File: config.mk
export PLATFORM = sky130hd
export DESIGN_NAME = muxbus_seq
export DESIGN_NICKNAME = d
export VERILOG_FILES = /design/src/rtl/muxbus_pkg.sv /design/src/rtl/mb_phase_timer.sv /design/src/rtl/mb_req_latch.sv /design/src/rtl/muxbus_seq.sv
export SDC_FILE = /design/constraint.sdc
export NUM_CORES = 1
export LEC_CHECK = 0
export ABC_AREA = 1
export ABC_CLOCK_PERIOD_IN_PS = 1650
export BUFFER_PORTS_ARGS = -buffer_cell sky130_fd_sc_hd__buf_2
export CORE_MARGIN = 2
export CORE_UTILIZATION = 50
export DETAILED_ROUTE_END_ITERATION = 10
export PLACE_DENSITY_LB_ADDON = 0.1
export SLEW_MARGIN = 20
export SYNTH_ARGS = -nofsm -noshare
export SYNTH_HDL_FRONTEND = slang
export SYNTH_SLANG_ARGS = --single-unit
File: constraint.sdc
create_clock -name clk -period 1.65 [get_ports clk]
set_input_delay 0.0825 -clock clk [delete_from_list [all_inputs] [get_ports clk]]
set_output_delay 0.0825 -clock clk [all_outputs]
set_load 0.05 [all_outputs]
File: src/rtl/muxbus_pkg.sv
package muxbus_pkg;

    typedef enum logic [2:0] {
        ST_IDLE,
        ST_ADDR,
        ST_AS_LOW,
        ST_AS_HIGH,
        ST_DS_LOW,
        ST_RECOVER
    } mb_state_t;

    function automatic int mb_max(input int a, input int b);
        return (a > b) ? a : b;
    endfunction

endpackage

File: src/rtl/mb_phase_timer.sv
module mb_phase_timer #(
    parameter int CW = 4
) (
    input  logic          clk,
    input  logic          rst_n,
    input  logic          load,
    input  logic [CW-1:0] len,
    output logic          done
);
    logic [CW-1:0] cnt;

    // Down-counter: loading N gives N cycles in the phase, done in the last.
    always_ff @(posedge clk or negedge rst_n) begin
        if (!rst_n)
            cnt <= '0;
        else if (load)
            cnt <= len - CW'(1);
        else if (cnt != '0)
            cnt <= cnt - CW'(1);
    end

    assign done = (cnt == '0);
endmodule

File: src/rtl/mb_req_latch.sv
module mb_req_latch #(
    parameter int AW = 16,
    parameter int DW = 8
) (
    input  logic          clk,
    input  logic          rst_n,
    input  logic          take,
    input  logic [AW-1:0] addr,
    input  logic          we,
    input  logic          dm_sel,
    input  logic          ext_tm,
    input  logic [DW-1:0] wdata,
    input  logic          cap,
    input  logic [DW-1:0] ad_i,
    output logic [AW-1:0] q_addr,
    output logic          q_we,
    output logic          q_dm,
    output logic          q_ext,
    output logic [DW-1:0] q_wdata,
    output logic [DW-1:0] rdata
);
    always_ff @(posedge clk or negedge rst_n) begin
        if (!rst_n) begin
            q_addr  <= '0;
            q_we    <= 1'b0;
            q_dm    <= 1'b0;
            q_ext   <= 1'b0;
            q_wdata <= '0;
        end else if (take) begin
            q_addr  <= addr;
            q_we    <= we;
            q_dm    <= dm_sel;
            q_ext   <= ext_tm;
            q_wdata <= wdata;
        end
    end

    always_ff @(posedge clk or negedge rst_n) begin
        if (!rst_n)
            rdata <= '0;
        else if (cap)
            rdata <= ad_i;
    end
endmodule

File: src/rtl/muxbus_seq.sv
module muxbus_seq
    import muxbus_pkg::*;
#(
    parameter int AW      = 16,
    parameter int DW      = 8,
    parameter int AS_CYC  = 2,
    parameter int GAP_CYC = 1,
    parameter int RD_CYC  = 3,
    parameter int WR_CYC  = 2,
    parameter int EXT_CYC = 2,
    parameter int REC_CYC = 2
) (
    input  logic             clk,
    input  logic             rst_n,
    input  logic             req,
    input  logic             we,
    input  logic             dm_sel,
    input  logic             ext_tm,
    input  logic [AW-1:0]    addr,
    input  logic [DW-1:0]    wdata,
    output logic             ready,
    output logic [DW-1:0]    rdata,
    output logic [DW-1:0]    ad_o,
    output logic             ad_oe,
    input  logic [DW-1:0]    ad_i,
    output logic [AW-DW-1:0] a_hi,
    output logic             as_n,
    output logic             ds_n,
    output logic             rw,
    output logic             dmem_n
);
    localparam int MAXLEN = mb_max(mb_max(mb_max(AS_CYC, GAP_CYC), REC_CYC),
                                   mb_max(RD_CYC, WR_CYC) + EXT_CYC);
    localparam int CW = $clog2(MAXLEN + 1);

    mb_state_t     st, st_nx;
    logic          ld, tdone, take, cap;
    logic [CW-1:0] ld_len, ds_len;
    logic [AW-1:0] q_addr;
    logic [DW-1:0] q_wdata;
    logic          q_we, q_dm, q_ext;

    assign take = (st == ST_IDLE) && req;
    assign cap  = (st == ST_DS_LOW) && tdone && !q_we;
    assign ds_len = CW'(q_we ? WR_CYC : RD_CYC) + (q_ext ? CW'(EXT_CYC) : '0);

    mb_req_latch #(.AW(AW), .DW(DW)) u_lat (
        .clk(clk), .rst_n(rst_n), .take(take),
        .addr(addr), .we(we), .dm_sel(dm_sel), .ext_tm(ext_tm), .wdata(wdata),
        .cap(cap), .ad_i(ad_i),
        .q_addr(q_addr), .q_we(q_we), .q_dm(q_dm), .q_ext(q_ext),
        .q_wdata(q_wdata), .rdata(rdata)
    );

    mb_phase_timer #(.CW(CW)) u_tmr (
        .clk(clk), .rst_n(rst_n), .load(ld), .len(ld_len), .done(tdone)
    );

    // State register
    always_ff @(posedge clk or negedge rst_n) begin
        if (!rst_n) st <= ST_IDLE;
        else        st <= st_nx;
    end

    // Next state and phase-length load
    always_comb begin
        st_nx  = st;
        ld     = 1'b0;
        ld_len = '0;
        unique case (st)
            ST_IDLE: if (req) begin
                st_nx = ST_ADDR;    ld = 1'b1; ld_len = CW'(1);
            end
            ST_ADDR: if (tdone) begin
                st_nx = ST_AS_LOW;  ld = 1'b1; ld_len = CW'(AS_CYC);
            end
            ST_AS_LOW: if (tdone) begin
                st_nx = ST_AS_HIGH; ld = 1'b1; ld_len = CW'(GAP_CYC);
            end
            ST_AS_HIGH: if (tdone) begin
                st_nx = ST_DS_LOW;  ld = 1'b1; ld_len = ds_len;
            end
            ST_DS_LOW: if (tdone) begin
                st_nx = ST_RECOVER; ld = 1'b1; ld_len = CW'(REC_CYC);
            end
            ST_RECOVER: if (tdone) st_nx = ST_IDLE;
            default: st_nx = ST_IDLE;
        endcase
    end

    // Outputs decoded from state
    always_comb begin
        as_n   = 1'b1;
        ds_n   = 1'b1;
        rw     = 1'b1;
        dmem_n = 1'b1;
        ad_oe  = 1'b0;
        ad_o   = '0;
        ready  = 1'b0;
        unique case (st)
            ST_IDLE: ;
            ST_ADDR, ST_AS_LOW: begin
                as_n   = (st != ST_AS_LOW);
                rw     = !q_we;
                dmem_n = !q_dm;
                ad_oe  = 1'b1;
                ad_o   = q_addr[DW-1:0];
            end
            ST_AS_HIGH: begin
                rw     = !q_we;
                dmem_n = !q_dm;
                ad_oe  = 1'b1;
                ad_o   = q_we ? q_wdata : q_addr[DW-1:0];
            end
            ST_DS_LOW, ST_RECOVER: begin
                ds_n   = (st != ST_DS_LOW);
                rw     = !q_we;
                dmem_n = !q_dm;
                ad_oe  = q_we;
                ad_o   = q_we ? q_wdata : '0;
                ready  = (st == ST_RECOVER) && tdone;
            end
            default: ;
        endcase
    end

    assign a_hi = q_addr[AW-1:DW];
endmodule

==> results of run 1 <==
-- worst max-delay path: stages (launching register included) --
cell and delay, ns:
dfrtp_2 0.45, buf_6 0.14, nor2_4 0.14, buf_12 0.13
nand3_4 0.08, nand3_1 0.10, nand2_1 0.10, ha_4 0.28
inv_2 0.02, nand2_1 0.05, inv_1 0.04
-- state kept, by name, indices dropped and copies added (netlist names) --
| name | cells |
|---|---|
| u_tmr.cnt | 3 |
| st | 3 |
| u_lat.q_dm | 1 |
| u_lat.q_addr | 16 |
| u_lat.q_we | 1 |
| u_lat.q_wdata | 8 |
| u_lat.rdata | 8 |
| u_lat.q_ext | 1 |
-- through the flow --
step | setup TNS (ns) | std cells | utilization [%] | setup WS, ns | instance area, um2
floorplan | 0 | 207 | - | 0.113 | 2060
global placement | 0 | 319 | 60.8 | 0.119 | 2410
detailed placement | 0 | 319 | 60.8 | 0.0966 | 2410
CTS | -0.0107 | 338 | 66.9 | -0.00949 | 2660
global route | -0.422 | 341 | 69.7 | -0.0792 | 2770
finish | 0 | 341 | 69.7 | 0.0136 | 2770
-- routing by layer --
layer  routed length (um)  up-vias
met3                  216        9
li1                     -      832
met4                   89        0
met1                 1940      802
met2                 2260       47
met5                    0        -
-- area by class of cell --
type	count	area (um2)	area share, %
flip-flops and latches	41	1030	37.1
multi-input cells	127	872	31.5
repair buffers	90	624	22.5
inverters	25	98.8	3.57
clock buffers	6	72.6	2.62
well taps	50	62.6	2.26
clock inverters	2	10.0	0.361
-- repair_timing --
item | in CTS | in global routing
hold buffers | 9 | 0
endpoints found under the setup margin | 9 | 14
resized for setup | 21 | 26
pin swaps | 0 | 5
cloned | 0 | 0
hold endpoints to repair | 49 | 0
setup buffers | 2 | 3
-- cells by family (layout without fill, tap and decap cells) --
logic type / Yosys count / in the layout / synth area share (%)
AND/OR/NAND/NOR: 77 / 77 / 18.5
flip-flops: 41 / 41 / 50.3
buffers and inverters: 39 / 123 / 10.5
multiplexers: 25 / 25 / 13.8
AO/OA/AOI/OAI: 24 / 24 / 6.38
adder cells (fa/ha/maj): 1 / 1 / 0.613
-- final timing paths --
check / from / end / slack [ns]
max: st[0] / u_tmr.cnt[1] / 0.01
min: ad_i[1] / u_lat.rdata[1] / 0.004
max reg2reg: st[0] / u_tmr.cnt[1] / 0.01
min reg2reg: u_lat.q_addr[12] / u_lat.q_addr[12] / 0.50
max in group asynchronous: rst_n / st[0] / 0.86
min in group asynchronous: rst_n / u_lat.rdata[2] / 0.40
-- placed cells by master, fill, tap and decap left out, types with 2 or more instances in the layout --
| cell type | Yosys | layout |
|---|---|---|
| a21oi_1 | 4 | 3 |
| buf_12 | 0 | 2 |
| buf_2 | 0 | 56 |
| buf_4 | 8 | 10 |
| buf_6 | 5 | 11 |
| clkbuf_4 | 0 | 2 |
| clkbuf_8 | 0 | 5 |
| clkinv_2 | 0 | 2 |
| dfrtp_1 | 41 | 39 |
| dfrtp_2 | 0 | 2 |
| dlygate4sd3_1 | 0 | 9 |
| inv_1 | 24 | 18 |
| inv_2 | 1 | 5 |
| inv_4 | 0 | 2 |
| mux2_2 | 24 | 24 |
| nand2_1 | 42 | 40 |
| nand2_2 | 4 | 6 |
| nand3_1 | 16 | 13 |
| nand3_2 | 0 | 3 |
| nand4_1 | 2 | 2 |
| nor2_1 | 5 | 4 |
| nor2_4 | 1 | 2 |
| o21ai_0 | 16 | 12 |
| o21ai_1 | 1 | 4 |
| o21ai_2 | 2 | 3 |
==> metrics.md, run 1 <==
| Metric | Value |
|---|---|
| Gr busiest metal | met2 |
| Diodes inserted | 0 |
| TritonCTS clock tree | built |
| Largest net degree at the start of global routing | 42 |
| Top cell types by occurrence after synthesis | nand2_1, dfrtp_1, inv_1, mux2_2 |
| Max_cap viols | 0 |
| Number of global-route vias before repair | 1683 |
| Overall via count from detail_route | 1690 |
| Hold depth | 3 |
| Hold Path Class | input pin to flop |
| Sequential share of the synthesized area | 50.3% |
| Worst EP required | 1.85 ns |
| Met3 usage | 5.92% |
| Main synth FF type | dfrtp_1 |
| Clock sink count | 41 |
| Std-Cell Rows | 23 |
| Hold Fails Final Rpt | 0 |
| Drt pass-1 iters | 4 |
| Post-Syn Instances | 207 |
| Worst hold slack | 0.00397 ns |
| Core Footprint | 3970 um2 |
| Initial Utilization | 51.4% |
| Worst-Skew Late Latency | 0.29 ns |
| CTS buffer count | 5 |
| Net Count, Synth | 246 |
| Syn. warnings | 0 |
| Unrepaired setup endpoints after global routing | true |
| Mean routed wirelength per cell | 13.2 um |
| Worst Path Arrival | 1.83 ns |
| Initial DRC Count | 84 |
| Post-route minimum period | 1.64 ns |
| Final ANT Viol Nets | 0 |
| # IOs | 68 |
| Slew Limit Fails | 0 |
| Post-DR vias/cell | 4.96 |
| Clock Skew | 0.00517 ns |
| EDFF count, synth | 0 |
| Layout cells sized above 1 | 48.8% |
| Crit path capture type | flop |
| Routing usage on met2 | 36.2% |
| Met1 usage | 26.0% |
| Post-synthesis async set-or-reset flop share | 100% |
| Nets | 329 |
| Residual DRC | 0 |
| Chip height | 67.9 um |
| Cell Area, Synth | 2040 um2 |
| Critical path class | flop to flop |
| Most frequent cell after synthesis | nand2_1 |
| Total GRT Usage | 21.4% |
| Clock-pin slew on the worst setup and hold paths | 0.08 ns |
| Initial antenna violation count | 0 |
| CTS Root Cell | clkbuf_8 |
| Die X-Extent | 67.9 um |
| WL final | 4.50 mm |
| Yosys top cell by area | dfrtp_1 |
| R2R cell count | 10 |
| First-pass GRT wire length | 7.20 mm |
| Layout area overhead | 35.7% |
| Final Cycle Share | 99.2% |
| Gp weighted congestion | 0.840 |
| Full die area | 4610 um2 |
| Critical path startpoint category | flop |
| Area contributors post-synth | dfrtp_1, mux2_2, nand2_1, inv_1, nand3_1 |
| Final setup fails | 0 |
| PortBufs | 67 |
| Grt ovf | 0 |
| Fillers | 326 |
| DP HPWL | 3.11 mm |
| Outcome | complete, no violations |
| Post-synth cell types | 27 |
| Post-synth top area share | 50.3% |
| Slew HR | 65.7% |
| #FFs+latches synth | 41 |
| H-tree levels | 2 |
| Syn_area_per_cell | 9.86 um2 |
| Maximum clock rate | 611 MHz |
| Slew at the pin closest to its max-slew limit | 0.515 ns |
| Clock Tree Buf Depth | 2 |
| Critical path peak fanout | 6 |
Power of run 1 is left out: the tool's default activity adds up to more than one toggle a clock period on the data nets, which glitch-free logic cannot reach.
==> run 2: changes to the inputs <==
ABC_AREA = default   (was 1)
==> run 2 against run 1 <==
Compared with the run above: the run now ends with negative setup slack left; global-route usage rose by 5.7 points; final area rose by 20%; flip-flop and latch count did not move; non-clock buffer count rose by 41; synthesized cell count rose by 8.7%; sequential share of layout area fell by 6.2 points.
==> metrics.md, run 2 <==
| Metric | Value |
|---|---|
| Max incr delay on CP | 0.55 ns |
| Overall via count from detail_route | 2104 |
| Nets | 378 |
| Post-synth top area share | 49.4% |
| Slew at the pin closest to its max-slew limit | 0.445 ns |
| CTS buffer count | 5 |
| Pwr/cell area | 2360 nW/um2 |
| Net Count, Synth | 264 |
| Crit path capture type | flop |
| Chip height | 68.5 um |
| Syn. warnings | 0 |
| Full die area | 4690 um2 |
| PortBufs | 67 |
| Std-Cell Rows | 23 |
| Fin cells | 390 |
| Cell Area, Synth | 2080 um2 |
| Largest net degree at the start of global routing | 31 |
| Yosys top cell by area | dfrtp_1 |
| Hold Crit Start | ad_i[3] |
| Worst-Skew Late Latency | 0.30 ns |
| Post-route setup slack | -0.236 ns |
| Most common cell after layout, fill and taps aside | nand2_1 |
| Mean routed wirelength per cell | 16.1 um |
| Post-Syn Instances | 225 |
| Layout area overhead | 59.8% |
| Total power | 7.83 mW |
| Clock Tree Buf Depth | 2 |
| Die X-Extent | 68.5 um |
| Main synth FF type | dfrtp_1 |
| Post-synth cell types | 34 |
| Max_cap viols | 0 |
| Worst EP required | 1.83 ns |
| VDD IR-drop max | 0.00191 V |
| Static leakage | 1.68 nW |
| Hold Path Class | input pin to flop |
| Unrepaired setup endpoints after global routing | true |
| Total GRT Usage | 27.0% |
| Area contributors post-synth | dfrtp_1, nand2_1, mux2i_1, mux2_2, a32oi_1 |
| Final ANT Viol Nets | 0 |
| Failing checks | negative setup slack |
| Final setup fails | 9 |
| Hold Fails Final Rpt | 0 |
| Grt ovf | 0 |
| Diodes inserted | 0 |
| Post-synthesis async set-or-reset flop share | 100% |
| Top cell types by occurrence after synthesis | nand2_1, dfrtp_1, clkbuf_1 |
| Sequential share of the synthesized area | 49.4% |
| #FFs+latches synth | 41 |
| CP cell instances | or4b_4, a22oi_2, ha_2, nand4b_1, o32ai_2, nor3_1 |
| Critical path class | flop to flop |
| WL final | 6.28 mm |
| Top Registers | u_lat.q_addr: 16 flops, u_lat.q_wdata: 8 flops, u_lat.rdata: 8 flops |
| Gp weighted congestion | 0.763 |
| Drt pass-1 iters | 4 |
| # IOs | 68 |
| Clock sink count | 41 |
| Critical path origin | st[2] |
| Max reg flops | 16 |
| Layout cells sized above 1 | 42.9% |
| Initial antenna violation count | 0 |
| Worst Path Arrival | 2.07 ns |
| Clock-pin slew on the worst setup and hold paths | 0.08 ns |
| Most frequent cell after synthesis | nand2_1 |
| Largest Register | u_lat.q_addr |
| Post-DR vias/cell | 5.39 |
| Initial DRC Count | 106 |
| Placed Instances | 343 |
| First-pass GRT wire length | 9.28 mm |
| Core Footprint | 4000 um2 |
| Crit Reg-Reg Startpoint | st[2] |
| Residual DRC | 0 |
| DP HPWL | 3.54 mm |
| Critical path startpoint category | flop |
| Critical path peak fanout | 2 |
| Clock Skew | 0.00650 ns |
| Post-route minimum period | 1.89 ns |
| CTS Root Cell | clkbuf_8 |
| Number of global-route vias before repair | 1963 |
| H-tree levels | 2 |
| Outcome | complete, but fails checks |
| EDFF count, synth | 0 |
| TritonCTS clock tree | built |
| Most frequent cells in the layout | nand2_1, buf_2, dfrtp_1, dlygate4sd3_1, buf_4 |
| Initial Utilization | 52.0% |
| Maximum clock rate | 530 MHz |
| Final Cycle Share | 114% |
| Slew Limit Fails | 0 |
| CP max stage cell | or4b_4 |
| Syn_area_per_cell | 9.24 um2 |
| Slew HR | 70.3% |
[run 2: cell count changes after synthesis, sizes merged, moves of 9 or more]
cell / before / now
mux2i: 0 / 9
nand2: 47 / 86
nand3: 17 / 0
o22ai: 0 / 9
inv: 25 / 2
mux2: 25 / 8
o21ai: 19 / 2
clkbuf: 1 / 11
[run 2: worst max-delay path: cells and delay by family (launching register included)]
| family | cells | cell delay, ns |
|---|---|---|
| DFF | 1 | 0.40 |
| adders and majority gates | 1 | 0.21 |
| AOI/OAI and AO/OA | 2 | 0.43 |
| and+or+nand+nor | 3 | 0.74 |
[run 2: cell type report]
cell class / count / area [um2]
Fill cell: 231 / 679
Sequential cell: 41 / 1030
Clock buffer: 5 / 68.8
Clock inverter: 3 / 65.1
Tap cell: 50 / 62.6
Timing Repair Buffer: 131 / 1030
Multi-Input combinational cell: 158 / 1060
Inverter: 2 / 11.3
[run 2: routing by layer]
metal	GRT usage (%)	share of wire, %	up-vias
li1	-	-	996
met1	33.1	40	1050
met2	47.7	55	48
met3	4.44	3.3	10
met4	9.50	1.6	0
met5	0	0	-
[run 2: through the flow]
step | util [%] | setup TNS [ns] | hold slack [ns] | instance area [um2] | setup slack [ns]
2_1_floorplan | - | -0.476 | -0.213 | 2150 | -0.309
3_3_place_gp | 66.0 | -0.182 | 0.0410 | 2640 | -0.182
3_5_place_dp | 66.0 | -0.198 | 0.0431 | 2640 | -0.198
4_1_cts | 79.8 | -0.543 | 0.00825 | 3190 | -0.178
5_1_grt | 83.0 | -2.06 | 0.00677 | 3320 | -0.334
6_report | 83.0 | -0.971 | 0.0172 | 3320 | -0.236
[run 2: final timing paths]
check	to	slack [ns]	cells after the start
max in group asynchronous	u_lat.rdata[1]	0.91	3
min in group asynchronous	u_lat.q_addr[8]	0.26	2
worst max-delay path	u_tmr.cnt[2]	-0.24	6
worst max register to register	u_tmr.cnt[2]	-0.24	6
worst min register to register	u_lat.q_addr[11]	0.47	2
worst min-delay path	u_lat.rdata[3]	0.02	2
[run 2: where the power goes]
group          internal [mW]  total (mW)  leakage, nW  switching, mW
clock network          0.601       0.951       0.0681          0.350
logic                   2.01        5.09         1.11           3.08
registers               1.46        1.79        0.500          0.329
[run 2: kinds of logic after synthesis]
kind of cell	synth area share, %
AOI/OAI and AO/OA	11.1
xor gates and xnor gates	0.843
adders and majority gates	0.602
buffers and inverters	6.44
DFF	49.4
muxes	8.67
and+or+nand+nor	22.9
[run 2: timing repair]
action,4_1_cts,5_1_grt
endpoints found under the setup margin,12,23
pin swaps,4,1
resized for setup,28,22
setup buffers,5,6
hold buffers,28,0
hold endpoints to repair,44,0
(Power assumes the default switching activity.)
